--- src/rtl/pbuf_pkg.sv ---
package pbuf_pkg;
  localparam int PB_DEPTH = 264;
  localparam int PB_DW    = 8;
  localparam int PB_HDR   = 24;

  typedef enum logic {PH_HDR = 1'b0, PH_DATA = 1'b1} phase_t;

  typedef struct packed {
    logic shiftBit;
    logic commit;
  } pb_strobe_t;
endpackage

--- src/rtl/pbuf_ctrl.sv ---
module pbuf_ctrl
  import pbuf_pkg::*;
#(
  parameter int DEPTH = PB_DEPTH,
  parameter int DW    = PB_DW,
  parameter int HDR   = PB_HDR,
  localparam int AW   = $clog2(DEPTH)
) (
  input  logic          clk,
  input  logic          rstN,
  input  logic          csN,
  input  logic          bitStb,
  input  logic          bitIn,
  input  logic          cmdDirect,
  output pb_strobe_t    strb,
  output logic [AW-1:0] wrAddr,
  output logic [AW-1:0] pageAddr
);
  localparam int HCW = $clog2(HDR);
  localparam int DCW = $clog2(DW);
  localparam logic [AW-1:0] LAST = AW'(DEPTH - 1);
  localparam logic [HCW-1:0] HLAST = HCW'(HDR - 1);
  localparam logic [DCW-1:0] DLAST = DCW'(DW - 1);

  phase_t         phase;
  logic [HCW-1:0] hCnt;
  logic [DCW-1:0] dCnt;
  logic [HDR-1:0] hdrSr;
  logic [HDR-1:0] hdrNext;
  logic [AW-1:0]  ptr;
  logic           liveBit;

  assign liveBit = !csN && bitStb;
  assign hdrNext = {hdrSr[HDR-2:0], bitIn};

  always_comb begin
    strb.shiftBit = liveBit && (phase == PH_DATA);
    strb.commit   = strb.shiftBit && (dCnt == DLAST);
    wrAddr        = ptr;
  end

  always_ff @(posedge clk) begin
    if (!rstN) begin
      phase    <= PH_HDR;
      hCnt     <= '0;
      dCnt     <= '0;
      hdrSr    <= '0;
      ptr      <= '0;
      pageAddr <= '0;
    end else if (csN) begin
      phase <= PH_HDR;
      hCnt  <= '0;
      dCnt  <= '0;
    end else if (bitStb) begin
      if (phase == PH_HDR) begin
        hdrSr <= hdrNext;
        if (hCnt == HLAST) begin
          phase <= PH_DATA;
          dCnt  <= '0;
          ptr   <= hdrNext[AW-1:0];
          if (cmdDirect) pageAddr <= hdrNext[2*AW-1:AW];
        end else begin
          hCnt <= hCnt + 1'b1;
        end
      end else begin
        dCnt <= dCnt + 1'b1;
        if (dCnt == DLAST) ptr <= (ptr >= LAST) ? '0 : ptr + 1'b1;
      end
    end
  end

  a_r3_step: assert property (@(posedge clk) disable iff (!rstN)
    (strb.commit && wrAddr < LAST) |=> (ptr == $past(wrAddr) + 1'b1));
  a_r4_wrap: assert property (@(posedge clk) disable iff (!rstN)
    (strb.commit && wrAddr == LAST) |=> (ptr == '0));
  a_r5_in_range: assert property (@(posedge clk) disable iff (!rstN)
    strb.commit |=> (ptr <= LAST));
  a_r6_restart: assert property (@(posedge clk) disable iff (!rstN)
    csN |=> (phase == PH_HDR && hCnt == '0 && !strb.shiftBit));
  a_r7_page_hold: assert property (@(posedge clk) disable iff (!rstN)
    !(liveBit && phase == PH_HDR && cmdDirect) |=> $stable(pageAddr));
endmodule

--- src/rtl/pbuf_data.sv ---
module pbuf_data
  import pbuf_pkg::*;
#(
  parameter int DEPTH = PB_DEPTH,
  parameter int DW    = PB_DW,
  localparam int AW   = $clog2(DEPTH)
) (
  input  logic          clk,
  input  logic          rstN,
  input  logic          bitIn,
  input  pb_strobe_t    strb,
  input  logic [AW-1:0] wrAddr,
  input  logic          seqEn,
  input  logic          seqWe,
  input  logic [AW-1:0] seqAddr,
  input  logic [DW-1:0] seqWData,
  output logic [DW-1:0] seqRData
);
  localparam logic [AW:0] LIMIT = (AW+1)'(DEPTH);

  logic [DW-1:0] mem [DEPTH];
  logic [DW-1:0] byteSr;
  logic [DW-1:0] byteNext;
  logic          serOk;
  logic          parOk;
  logic          rdReq;

  assign byteNext = {byteSr[DW-2:0], bitIn};
  assign serOk    = ({1'b0, wrAddr} < LIMIT);
  assign parOk    = ({1'b0, seqAddr} < LIMIT);
  assign rdReq    = seqEn && !seqWe;

  always_ff @(posedge clk) begin
    if (!rstN) byteSr <= '0;
    else if (strb.shiftBit) byteSr <= byteNext;
  end

  always_ff @(posedge clk) begin
    if (strb.commit) begin
      if (serOk) mem[wrAddr] <= byteNext;
    end else if (seqEn && seqWe && parOk) begin
      mem[seqAddr] <= seqWData;
    end
  end

  always_ff @(posedge clk) begin
    if (!rstN) seqRData <= '0;
    else if (rdReq) seqRData <= parOk ? mem[seqAddr] : '0;
  end

  a_r10_rdata_hold: assert property (@(posedge clk) disable iff (!rstN)
    !rdReq |=> $stable(seqRData));
  a_r8_oob_zero: assert property (@(posedge clk) disable iff (!rstN)
    (rdReq && !parOk) |=> (seqRData == '0));
endmodule

--- src/rtl/page_buf_writer.sv ---
module page_buf_writer
  import pbuf_pkg::*;
#(
  parameter int DEPTH = PB_DEPTH,
  parameter int DW    = PB_DW,
  parameter int HDR   = PB_HDR,
  localparam int AW   = $clog2(DEPTH)
) (
  input  logic          clk,
  input  logic          rstN,
  input  logic          csN,
  input  logic          bitStb,
  input  logic          bitIn,
  input  logic          cmdDirect,
  output logic [AW-1:0] pageAddr,
  input  logic          seqEn,
  input  logic          seqWe,
  input  logic [AW-1:0] seqAddr,
  input  logic [DW-1:0] seqWData,
  output logic [DW-1:0] seqRData
);
  pb_strobe_t    strb;
  logic [AW-1:0] wrAddr;

  pbuf_ctrl #(.DEPTH(DEPTH), .DW(DW), .HDR(HDR)) u_ctrl (
    .clk(clk), .rstN(rstN), .csN(csN), .bitStb(bitStb), .bitIn(bitIn),
    .cmdDirect(cmdDirect), .strb(strb), .wrAddr(wrAddr), .pageAddr(pageAddr)
  );

  pbuf_data #(.DEPTH(DEPTH), .DW(DW)) u_data (
    .clk(clk), .rstN(rstN), .bitIn(bitIn), .strb(strb), .wrAddr(wrAddr),
    .seqEn(seqEn), .seqWe(seqWe), .seqAddr(seqAddr), .seqWData(seqWData),
    .seqRData(seqRData)
  );
endmodule

--- config.mk ---
export PLATFORM = sky130hd
export DESIGN_NAME = page_buf_writer
export DESIGN_NICKNAME = d
export VERILOG_FILES = /design/src/rtl/pbuf_pkg.sv /design/src/rtl/pbuf_ctrl.sv /design/src/rtl/pbuf_data.sv /design/src/rtl/page_buf_writer.sv
export SDC_FILE = /design/constraint.sdc
export NUM_CORES = 2
export LEC_CHECK = 0
export BUFFER_PORTS_ARGS = -buffer_cell sky130_fd_sc_hd__buf_2
export CORE_ASPECT_RATIO = 0.8
export CORE_UTILIZATION = 55
export CTS_BUF_LIST = sky130_fd_sc_hd__clkbuf_16
export CTS_CLUSTER_DIAMETER = 150
export DETAILED_ROUTE_END_ITERATION = 16
export PLACE_DENSITY = 0.72
export SLEW_MARGIN = 20
export SYNTH_ARGS = -nofsm -noshare
export SYNTH_HDL_FRONTEND = slang
export SYNTH_SLANG_ARGS = --single-unit
--- constraint.sdc ---
create_clock -name clk -period 4.15 [get_ports clk]
set_clock_uncertainty 0.15 [all_clocks]
set_input_delay 0.415 -clock clk [delete_from_list [all_inputs] [get_ports clk]]
set_output_delay 0.415 -clock clk [all_outputs]
set_load 0.02 [all_outputs]
* Word level (Yosys, flattened, before mapping)
Memory sizes are Yosys's and may differ from the RTL's.
Index checks and enable logic that the tools add are counted.
** Word-level totals
- Register bits after elaboration :: 59
- Memory bits (writable) :: 2112
- Input port bits :: 25
- Output and inout port bits :: 17
- Word-level logic and storage cells :: 56
- Memories kept :: 1
** Memory list
- u_data.mem :: words 264, bits a word 8, read ports 1, clocked after memory_dff 0, wr ports 1, line pbuf_data.sv:21 : logic [DW-1:0] mem [DEPTH];
** Cells by class
- Add/sub/neg operators :: 3
- Magnitude comparators :: 3
- Equality and inequality tests :: 3
- Muxes and demuxes :: 18
- Bitwise operators :: 4
- Reductions and logical operators :: 16
** Operator list (count)
- $mux W9 :: 5
- $lt A9 B9 Y1 const B :: 2
- $mux W8 :: 2
- $add A9 B1 Y9 const B :: 1
- $ge A9 B9 Y1 const B :: 1
- $mux W1 :: 9
- $reduce_or A8 Y1 :: 1
- $logic_and A1 B1 Y1 :: 6
- $mux W3 :: 2
- $reduce_and A3 Y1 :: 2
- $add A5 B1 Y5 const B :: 1
- $eq A5 B5 Y1 const B :: 1
- $reduce_and A5 Y1 :: 1
- $not A1 Y1 :: 4
- $reduce_and A4 Y1 :: 1
- $add A3 B1 Y3 const B :: 1
- $eq A3 B3 Y1 const B :: 1
- $logic_not A1 Y1 :: 2
- $ne A2 B2 Y1 const B :: 1
- $reduce_and A2 Y1 :: 1
- $reduce_bool A2 Y1 :: 1
- $reduce_or A2 Y1 :: 1

* Logic depth before layout (Yosys ltp)
- Word-level depth :: 8
- Depth in mapped cells :: 13
- Mapped depth without buffers :: 8

* Cells and area by module
From an unflattened synthesis, not the netlist that was laid out.
** Second synthesis, totals
- Cell total of the unflattened synthesis :: 4083
- Area, all modules :: 84828.9 um^2
** Modules (own cells, without submodules)
- pbuf_data :: instances 1, cells each 3842, area an instance 82785.6 um^2, sequential area each 63721.1 um^2
- pbuf_ctrl :: instances 1, cells each 241, area an instance 2043.2 um^2, sequential area each 880.8 um^2

* Least setup slack after synthesis
Ideal clock, no wire load.
- Path kind :: input-to-reg
- Start point :: input port seqAddr[4]
- End point :: memory u_data.mem[0][0] (netlist name) (data pin)
- Setup time :: 567 ps
- Data arrival time :: 3589 ps
- Required time :: 3433 ps
- Slack :: -156 ps
- Stages :: 8
- Buffers on the path :: 4
- Path through :: or2_1 > clkbuf_1 > o41ai_2 > nand4_1 > buf_4 > buf_6 > buf_6 > mux2_2
** On the way
- Cells in the longest elaborated chain, start to end :: 7
** RTL lines
- start: declaration :: line page_buf_writer.sv:18 : input logic [AW-1:0] seqAddr,
- $lt A9 B9 Y1 :: line pbuf_data.sv:30 : assign parOk = ({1'b0, seqAddr} < LIMIT);
- $logic_and A1 B1 Y1 :: line pbuf_data.sv:41 : end else if (seqEn && seqWe && parOk) begin
- $mux W1 :: line pbuf_data.sv:41
- $mux W1 :: line pbuf_data.sv:39 : if (strb.commit) begin
- $mux W1 (not written as such) :: line pbuf_data.sv:42 : mem[seqAddr] <= seqWData;
- $reduce_or A8 Y1 (no source line)
- $mux W8 (no source line)
- end: declaration :: line pbuf_data.sv:21
Every way passes these cells.

* Worst setup path after layout
- Start point :: register u_ctrl.dCnt[0]
- End point :: memory u_data.mem[238][7] (netlist name) (enable)
** On the way
- Cells in the longest elaborated chain, start to end :: 6
- Elaborated cells on any way between the ends :: 9
- Those cells by class :: 1 x eq/ne; 6 x mux; 2 x reduce/logical
** RTL lines
- start: declaration :: line pbuf_ctrl.sv:27 : logic [DCW-1:0] dCnt;
- start signal: assignment :: line pbuf_ctrl.sv:66 : dCnt <= dCnt + 1'b1;
- $eq A3 B3 Y1 * :: line pbuf_ctrl.sv:38 : strb.commit = strb.shiftBit && (dCnt == DLAST);
- $logic_and A1 B1 Y1 * :: line pbuf_ctrl.sv:38
- $mux W1 :: line pbuf_data.sv:39
- $mux W1 (not written as such) :: line pbuf_data.sv:42
- $reduce_or A8 Y1 (no source line)
- $mux W9 (no source line) / $mux W1 (equally long branches)
Every way passes the cells marked *; elsewhere a longest branch is shown, timed or not.

==> results_dict.tcl <==
set metrics [dict create \
    status "finished clean" \
    die_h_um 354 \
    crit-reg2reg-capture "u_data.mem[238][7]" \
    grt_max_degree 115 \
    root_buffer "clkbuf_16" \
    cts-htree-levels 4 \
    p_leak_uw 0.0318 \
    cp_max_fo 31 \
    fmax_mhz 246 \
    vias 46183 \
    insertion_delay_ps 860 \
    synth_top_flop_cell "edfxtp_1" \
    core_um2 153000 \
    drt_iter0_drc 7308 \
    ir_worst_vdd_mv 0.377 \
    path_clk_slew_ps 70 \
    place_ws_ps -18.7 \
    tightest_slew_ps 1130 \
    regToRegSetupSlack_ps 80 \
    grt_pass1_vias 44774 \
    grt_pass1_wl_mm 328 \
    grt_overflow 0 \
    ant_nets 0 \
    cts_tree "built" \
    fin_crit_sh_pct 98.0 \
    max_stage_delay_ps 600 \
    reg2reg_depth 12 \
    drv_cap 0 \
    period_needed_ps 4070 \
    wirelength_mm 232 \
    dpl.hpwl_mm 148 \
    hold_path_class "input port to flop" \
    crit_type "flop to flop" \
    globalRouteMet3Util_pct 8.99 \
    grt_busiest_layer "met2" \
    ys_seq_elements 2171 \
    synth.cell_area_um2 85200 \
    place_area_um2 90800 \
    worstPathArrival_ps 4460 \
    clock_tree.buffer_depth 3 \
    crit_chain "ha_1 > ha_1 > nand2_1 > nand4_1 > buf_12 > buf_4 > nand3b_1 > o21ai_1 > nand2_1 > buf_4 > nor2_1 > buf_4" \
    synthCells 4180 \
    rows 128 \
    die_x_um 442 \
    crit_path_start_kind "flop" \
    stdcell_area_um2 97000 \
    setup_viol 0 \
    finalHoldViolCount 0 \
    grt.met1_usage_pct 42.4 \
    cts.repair.resized 0 \
    antenna_found_initial 13 \
    via_per_inst 6.75 \
    drc 0 \
    dr.pass1.iters 6 \
    syn2layout_area_growth_pct 13.8 \
    setup.worst_path.end "u_data.mem[238][7]" \
    die-area_um2 157000 \
    crit_path_frequent_cell "buf_4" \
    syn_nets 4209 \
    initial_core_util_pct 55.7 \
    cts-buffers-inserted 194 \
    yosysUniqueCellTypes 78 \
    gr-usage-met2_pct 42.9 \
    fin_nets 4694 \
    place_congestion 0.936 \
    r2r-start "u_ctrl.dCnt[0]" \
    port_buffers 41 \
    required_ps 4550 \
    slowest_stage "nand2_1" \
    rsz0062_at_grt "false" \
    cts_sinks 2171 \
    synth-seq-area-share_pct 75.8 \
    wl_per_cell_um 33.9 \
    synth_edf_count 2112 \
    slew_headroom_pct 24.2 \
    drv_slew 0 \
    syn_avg_cell_area_um2 20.4 \
    grt_use_total_pct 29.7 \
    synthArstFlopShare_pct 0 \
    powerDensity_nw_per_um2 450 \
    yosys_warnings 0 \
    cts_setup_buffers 0 \
    crit_start "u_ctrl.dCnt[0]" \
    crit_path_end_kind "flop" \
    drive_above_1_share_pct 28.0 \
    ios 42 \
    fin_util_pct 63.4 \
    fin_ws_ps 82.5 \
]
-- layer usage --
metal / share of wire (%) / wire length [um]
met2: 44 / 102000
met5: 0.075 / 174
met3: 14 / 32500
met4: 4.6 / 10600
met1: 38 / 87000
-- cell families (layout without fill, tap and decap cells) --
kind of cell | after synthesis | in the layout | share of synthesized area [%]
xor+xnor | 3 | 3 | 0.0308
compound gates | 414 | 414 | 3.50
mux | 645 | 645 | 15.1
simple gates | 670 | 670 | 3.44
buf+inv | 273 | 918 | 2.07
other cells | 0 | 6 | 0
flops | 2171 | 2171 | 75.8
fa+ha+maj | 4 | 4 | 0.0587
-- synthesized netlist by cell type, types with 29 or more instances --
library cell	number	share of area, %
a21boi_0	34	0.30
a21oi_1	61	0.36
a221oi_1	29	0.30
a22oi_1	74	0.65
buf_2	58	0.34
buf_6	38	0.50
clkbuf_1	106	0.47
dfxtp_1	59	1.4
edfxtp_1	2112	74
mux2i_1	124	1.5
mux4_2	491	13
nand2_1	176	0.78
nand3_1	51	0.30
nor2_1	311	1.4
o21ai_0	35	0.21
-- sequential cells by signal, indices dropped and copies added (netlist names) --
signal / flops
u_data.mem: 2112
u_ctrl.phase: 1
u_ctrl.pageAddr: 9
u_ctrl.wrAddr: 9
u_ctrl.dCnt: 3
u_ctrl.hCnt: 5
u_data.seqRData: 8
u_data.byteSr: 7
u_ctrl.hdrSr: 17
-- worst min path at each step --
stage / to / from / slack, ps / cells after the start
6_report: u_data.seqRData[2] / seqAddr[4] / 170 / 4
2_1_floorplan: u_data.byteSr[6] / u_data.byteSr[6] / 290 / 2
3_5_place_dp: u_ctrl.pageAddr[2] / u_ctrl.pageAddr[2] / 310 / 2
3_3_place_gp: u_ctrl.pageAddr[8] / u_ctrl.pageAddr[8] / 300 / 2
4_1_cts: u_data.seqRData[2] / seqAddr[4] / 100 / 4
5_1_grt: u_data.seqRData[6] / seqEn / 150 / 5
-- timing repair --
action,CTS,global route
setup endpoints to repair,0,0
hold buffers,6,0
hold endpoints to repair,36,0
-- metrics by stage --
| stage | instances | total power, uW | TNS, ps | hold WS (ps) |
|---|---|---|---|---|
| global placement | 6478 | 26500 | -176 | 298 |
| detailed placement | 6478 | 26600 | -228 | 306 |
| finish | 6846 | 43600 | 0 | 166 |
| CTS | 6840 | 43700 | 0 | 101 |
| floorplan | 4180 | 25700 | -329220 | 290 |
| global route | 6841 | 44600 | 0 | 148 |
-- power by group --
| part | switching, uW | internal [uW] |
|---|---|---|
| registers | 12.0 | 23900 |
| logic | 1410 | 817 |
| clock network | 7970 | 9530 |
| total | 9400 | 34200 |
-- placed cells by master, fill, tap and decap left out, drive strengths merged, types with 13 or more instances in the layout --
cell | synthesis | layout
a21boi | 35 | 35
a21oi | 61 | 61
a221oi | 32 | 32
a22o | 17 | 17
a22oi | 74 | 74
a31oi | 18 | 18
buf | 140 | 542
bufinv | 0 | 13
clkbuf | 119 | 200
clkinv | 0 | 97
dfxtp | 59 | 59
edfxtp | 2112 | 2112
inv | 14 | 55
mux2 | 15 | 15
mux2i | 124 | 124
mux4 | 506 | 506
nand2 | 176 | 176
nand2b | 19 | 19
nand3 | 51 | 51
nor2 | 311 | 311
nor2b | 15 | 15
nor3 | 24 | 24
o21ai | 53 | 53
o221ai | 15 | 15
o22ai | 27 | 27
-- critical path, delay by kind of cell, from the launching register on --
family / cells / cell delay [ps]
AOI/OAI and AO/OA: 1 / 250
adders and majority gates: 2 / 380
buffers and inverters: 4 / 1160
DFF: 1 / 350
and+or+nand+nor: 5 / 1450
-- area by class of cell --
type	count	area (um2)
multi-input cells	1736	19100
clock inverters	156	1120
inverters	14	57.6
fillers	10044	55900
flip-flops and latches	2171	64600
clock buffers	200	5000
well taps	2015	2520
diodes	6	15.0
repair buffers	548	4630
No activity file was read; power rests on OpenSTA's default activity.
